===== config.mk =====
export PLATFORM = sky130hd
export DESIGN_NAME = fp_class_tester
export DESIGN_NICKNAME = d
export VERILOG_FILES = /design/src/rtl/fp_class_tester.sv
export SDC_FILE = /design/constraint.sdc
export NUM_CORES = 1
export LEC_CHECK = 0
export BUFFER_PORTS_ARGS = -buffer_cell sky130_fd_sc_hd__buf_2
export CORE_AREA = 3 3 119 121
export DETAILED_ROUTE_END_ITERATION = 8
export DIE_AREA = 0 0 122 124
export PLACE_DENSITY_LB_ADDON = 0.2
export SYNTH_ARGS = -nofsm -noshare
export SYNTH_HDL_FRONTEND = slang
export SYNTH_SLANG_ARGS = --single-unit

===== constraint.sdc =====
create_clock -name clk -period 6.2 [get_ports clk]
set_input_delay 0.62 -clock clk [delete_from_list [all_inputs] [get_ports clk]]
set_output_delay 0.62 -clock clk [all_outputs]
set_load 0.02 [all_outputs]

===== src/rtl/fp_class_tester.sv =====
module fp_class_tester #(
  parameter int CR_FIELDS = 8,
  localparam int SELW = $clog2(CR_FIELDS),
  localparam int CRW = 4 * CR_FIELDS
) (
  input  logic             clk,
  input  logic             rst_n,
  input  logic             start,
  input  logic [2:0]       op,
  input  logic [127:0]     operand,
  input  logic [6:0]       cls_mask,
  input  logic [SELW-1:0]  crf_sel,
  output logic             done,
  output logic [127:0]     vec_result,
  output logic [CRW-1:0]   crf_q,
  output logic [3:0]       fpcc
);

  function automatic logic cls(input logic s, input logic e_ones, input logic e_zero,
                               input logic f_zero, input logic [6:0] m);
    if (e_ones && !f_zero) return m[6];
    if (e_ones)            return s ? m[4] : m[5];
    if (e_zero && f_zero)  return s ? m[2] : m[3];
    if (e_zero)            return s ? m[0] : m[1];
    return 1'b0;
  endfunction

  logic [127:0] vd, vs;

  for (genvar i = 0; i < 2; i++) begin : g_dlane
    wire [63:0] w = operand[64*i +: 64];
    assign vd[64*i +: 64] = {64{cls(w[63], &w[62:52], ~|w[62:52], ~|w[51:0], cls_mask)}};
  end

  for (genvar i = 0; i < 4; i++) begin : g_slane
    wire [31:0] w = operand[32*i +: 32];
    assign vs[32*i +: 32] = {32{cls(w[31], &w[30:23], ~|w[30:23], ~|w[22:0], cls_mask)}};
  end

  wire [10:0] de = operand[62:52];
  wire [51:0] df = operand[51:0];
  wire        d_match = cls(operand[63], &de, ~|de, ~|df, cls_mask);
  wire        q_match = cls(operand[127], &operand[126:112], ~|operand[126:112],
                            ~|operand[111:0], cls_mask);
  wire        tiny = (de != 11'd0) && (de <= 11'h380);

  logic sp_exact;
  always_comb begin
    int k;
    k = 926 - int'(de);
    sp_exact = 1'b0;
    if (de == 11'd0)                          sp_exact = (df == 52'd0);
    else if (de == 11'h7FF)                   sp_exact = (df[28:0] == 29'd0);
    else if (de >= 11'h381 && de <= 11'h47E)  sp_exact = (df[28:0] == 29'd0);
    else if (de >= 11'h36A && de <= 11'h380) begin
      sp_exact = 1'b1;
      for (int b = 0; b < 52; b++)
        if (b < k && df[b]) sp_exact = 1'b0;
    end
  end

  logic [3:0] cc;
  always_comb begin
    case (op)
      3'd3:    cc = {operand[127], 1'b0, q_match, 1'b0};
      3'd4:    cc = {operand[63], 1'b0, d_match | tiny, ~sp_exact};
      default: cc = {operand[63], 1'b0, d_match, 1'b0};
    endcase
  end

  wire op_ok  = (op <= 3'd4);
  wire scalar = (op >= 3'd2) && op_ok;

  always_ff @(posedge clk) begin
    if (!rst_n) begin
      done       <= 1'b0;
      vec_result <= '0;
      crf_q      <= '0;
      fpcc       <= '0;
    end else begin
      done <= start && op_ok;
      if (start && op == 3'd0) vec_result <= vd;
      if (start && op == 3'd1) vec_result <= vs;
      if (start && scalar) begin
        crf_q[{crf_sel, 2'b00} +: 4] <= cc;
        fpcc <= cc;
      end
    end
  end

endmodule


==> metrics.md <==
| Metric | Value |
|---|---|
| Outcome | `completed` |
| Peak VDD IR | `0.000110 V` |
| Ratio of final minimum period to clock period | `between 60% and 70%` |
| Setup slack after layout | `2.23 ns` |
| Dominant cells by area after synthesis | `buf_4 (22%), dfxtp_1 (14%), nor4_1 (4.4%), nand2_1 (3.8%), nor2_1 (3.8%)` |
| Worst EP arrival | `roughly 4.1 ns` |
| WL final | `17000 µm` |
| Hold-fix buffers at CTS | `0` |
| Seq cells post-synth | `32` |
| Die Area | `15100 µm²` |
| Area leader, netlist | `buf_4` |
| Reg2Reg Setup Slack | `between 5 and 6 ns` |
| Vias per std cell | `about 5.4` |
| Max_cap viols | `0` |
| Async SR Flop Fraction | `0%` |
| CTS tree | `done` |
| Worst r2r dst | `vec_result[126]` |
| Min cycle time layout | `just under 4 ns` |
| Critical path startpoint category | `input port` |
| Wire per inst | `between 15 and 20 µm` |
| Metal3 WL | `approximately 1300 µm` |
| Maximum clock rate | `252 MHz` |
| Leakage | `approximately 2.6 nW` |
| Class of the worst hold path | `flop to flop` |
| Sequential share of power | `between 20% and 30%` |
| DIE WIDTH | `about 120 µm` |
| End of the worst hold path | `crf_q[17]` |
| Gpl congestion | `between 0.9 and 1` |
| Share of cells above drive strength 1 | `42.5%` |
| Die H | `about 120 µm` |
| Htree depth | `2` |
| Clock transition at path regs | `0.06 ns` |
| FF-to-FF path depth | `2` |
| Unrepaired setup endpoints after global routing | `false` |
| Post-route cell area | `between 5000 and 6000 µm²` |
| N_diodes | `0` |
| Initial DRC count | `about 470` |
| Post-synthesis sequential area ratio | `14.1%` |
| DR WL met2 | `~8000 µm` |
| Worst Hold Depth | `2` |
| Hold path start | `crf_q[17]` |
| Core region area | `between 10000 and 15000 µm²` |
| Sw frac | `between 30% and 40%` |
| CTS buffer count | `5` |
| Power density cells | `between 100 and 150 nW/µm²` |
| Most frequent cell after synthesis | `buf_4` |
| Clock share of power | `between 30 and 40%` |
| Cell Int Power | `0.499 mW` |
| Crit Path Category | `input port to flop` |
| Setup repair bufs after CTS | `0` |
| Post-synth EDFFs | `0` |
| Clk buf depth | `2` |
| Sink Count | `32` |
| Clock latency on the worst-skew pair | `~0.27 ns` |
| Post-CTS resize count | `0` |
| First-pass GRT wire length | `25000 µm` |
| Max FO, Critical Path | `20` |
| GRT overflow | `0` |
| YS warnings | `0` |
| Overall power | `a little under 0.8 mW` |
| Post-Syn Instances | `around 620` |
| Mapped Avg Cell Area | `roughly 7.3 µm²` |
| Worst r2r src | `vec_result[126]` |
| Placed Cells incl. Taps | `952` |
| Max-slew violation count | `0` |
| Largest net degree at the start of global routing | `34` |
| Final Hold Fails | `0` |
| Min Hold Slack | `0.457 ns` |
| Final core occ | `approximately two fifths` |
| Routed Antenna Nets | `0` |
| Rows | `between 40 and 50` |
| Commonest cells in the netlist | `buf_4 (134), nand2_1 (46), nor2_1 (46), dfxtp_1 (32), nor4_1 (32)` |
| Worst relative slew slack | `18.0%` |
| Vias in the first global route | `roughly 4600` |
| Fin Clk Skew | `0 ns` |
| IO Count | `just over 300` |
| Initial antenna violation count | `0` |
| Synthesis-to-layout area growth | `17.4%` |
| Yosys top cell area share | `roughly 22%` |
| Worst EP required | `around 6.3 ns` |
| Comb power frac | `between 30% and 40%` |
| Setup total negative slack | `0 ns` |
| CTS Root Cell | `clkbuf_16` |
| Overall via count from detail_route | `approximately 5200` |
| Final Non-Filler Cells | `960` |
| Setup violators final | `0` |
| Placed inst area | `around 5200 µm²` |
| Synth unique cells | `between 70 and 80` |
| NetSw | `0.283 mW` |
| Pre-antenna DRT Iters | `5` |
| Post-Route M1 WL | `7180 µm` |
| Crit end category | `flop` |
| Top_reg_cell synth | `dfxtp_1` |
| Synthesized area | `approximately 4600 µm²` |
| All-Layer GR Usage | `20.6%` |
| Starting Density | `roughly a third` |
| DRC viols | `0` |
| Nets | `934` |
| Post-detail-place hpwl | `14100 µm` |
| IO Port Bufs | `about 300` |
| Top routing layer used | `met4` |
| Slew @ Worst Pin | `between 1 and 1.5 ns` |
| Place WS | `about 2.0 ns` |
[state kept, by name (all words and copies together) (netlist names)]
name / count
crf_q: 24
fpcc: 3
vec_result: 4
done: 1
[how the worst max path moves through the flow]
stage          depth (start not counted)  slack, ns        start         to
2_1_floorplan                         12       3.07  operand[52]  crf_q[28]
3_3_place_gp                          12       2.04  operand[53]  crf_q[28]
4_1_cts                               11       2.27  operand[53]  crf_q[28]
3_5_place_dp                          11       1.97  operand[53]  crf_q[28]
5_1_grt                               12       1.91  operand[52]  crf_q[28]
6_report                              12       2.23  operand[53]  crf_q[28]
[cells in the final DEF, fill, tap and decap left out, types with 5 or more instances in the layout]
cell type	netlist	final
o21ai_1	9	9
inv_1	21	21
nor2_1	46	46
nor4_2	5	5
nor4_1	32	32
o21ai_0	23	23
clkbuf_16	0	5
or2_2	6	6
o22ai_1	11	11
buf_2	8	299
nand4_1	21	21
o41ai_1	9	9
a31oi_1	8	8
conb_1	1	9
or4_1	7	7
a21oi_1	22	22
nor3_1	11	11
a211oi_1	10	10
mux2i_1	17	17
dfxtp_1	32	32
ha_1	7	7
nand3_1	30	30
nand2_1	46	46
[metal layers]
metal | GRT usage, % | vias to the layer above
li1 | - | 2505
met3 | 2.41 | 33
met2 | 34.7 | 270
met1 | 27.0 | 2408
met5 | 0 | -
met4 | 7.70 | 0
[logic make-up (layout without fill, tap and decap cells)]
group / after synthesis / in the layout / synth area share, %
flip-flops: 32 / 32 / 14.1
buffers and inverters: 178 / 330 / 26.6
XOR/XNOR: 7 / 7 / 1.34
other: 1 / 9 / 0.0822
adder cells (fa/ha/maj): 7 / 7 / 1.92
multiplexers: 23 / 23 / 6.20
AND/OR/NAND/NOR: 236 / 236 / 28.1
AO/OA/AOI/OAI: 140 / 140 / 21.7
[cell type report]
type                            instances  area [µm²]
Clock buffer                            6         129
Clock inverter                          2        35.0
Fill cell                            1396        7840
Inverter                               21        78.8
Multi-Input combinational cell        422        2740
Sequential cell                        32         641
Tap cell                              176         220
Timing Repair Buffer                  301        1510
[worst max-delay path, stage by stage]
cell and delay [ns]:
buf_2 0.21, ha_1 0.69, nand3_1 0.30, nor3b_1 0.24
o32ai_1 0.12, buf_4 0.20, o41ai_1 0.31, o2111ai_1 0.19
nor4_2 0.31, o211ai_1 0.17, a221oi_4 0.54, o22ai_1 0.16
[power by group through the flow]
stage	Clock [mW]	Combinational [mW]	Sequential, mW
finish	0.277	0.289	0.216
floorplan	0	0.206	0.225
global placement	0	0.287	0.220
global route	0.291	0.312	0.218
CTS	0.281	0.287	0.216
detailed placement	0	0.286	0.221
No activity file was read; power rests on OpenSTA's default activity.
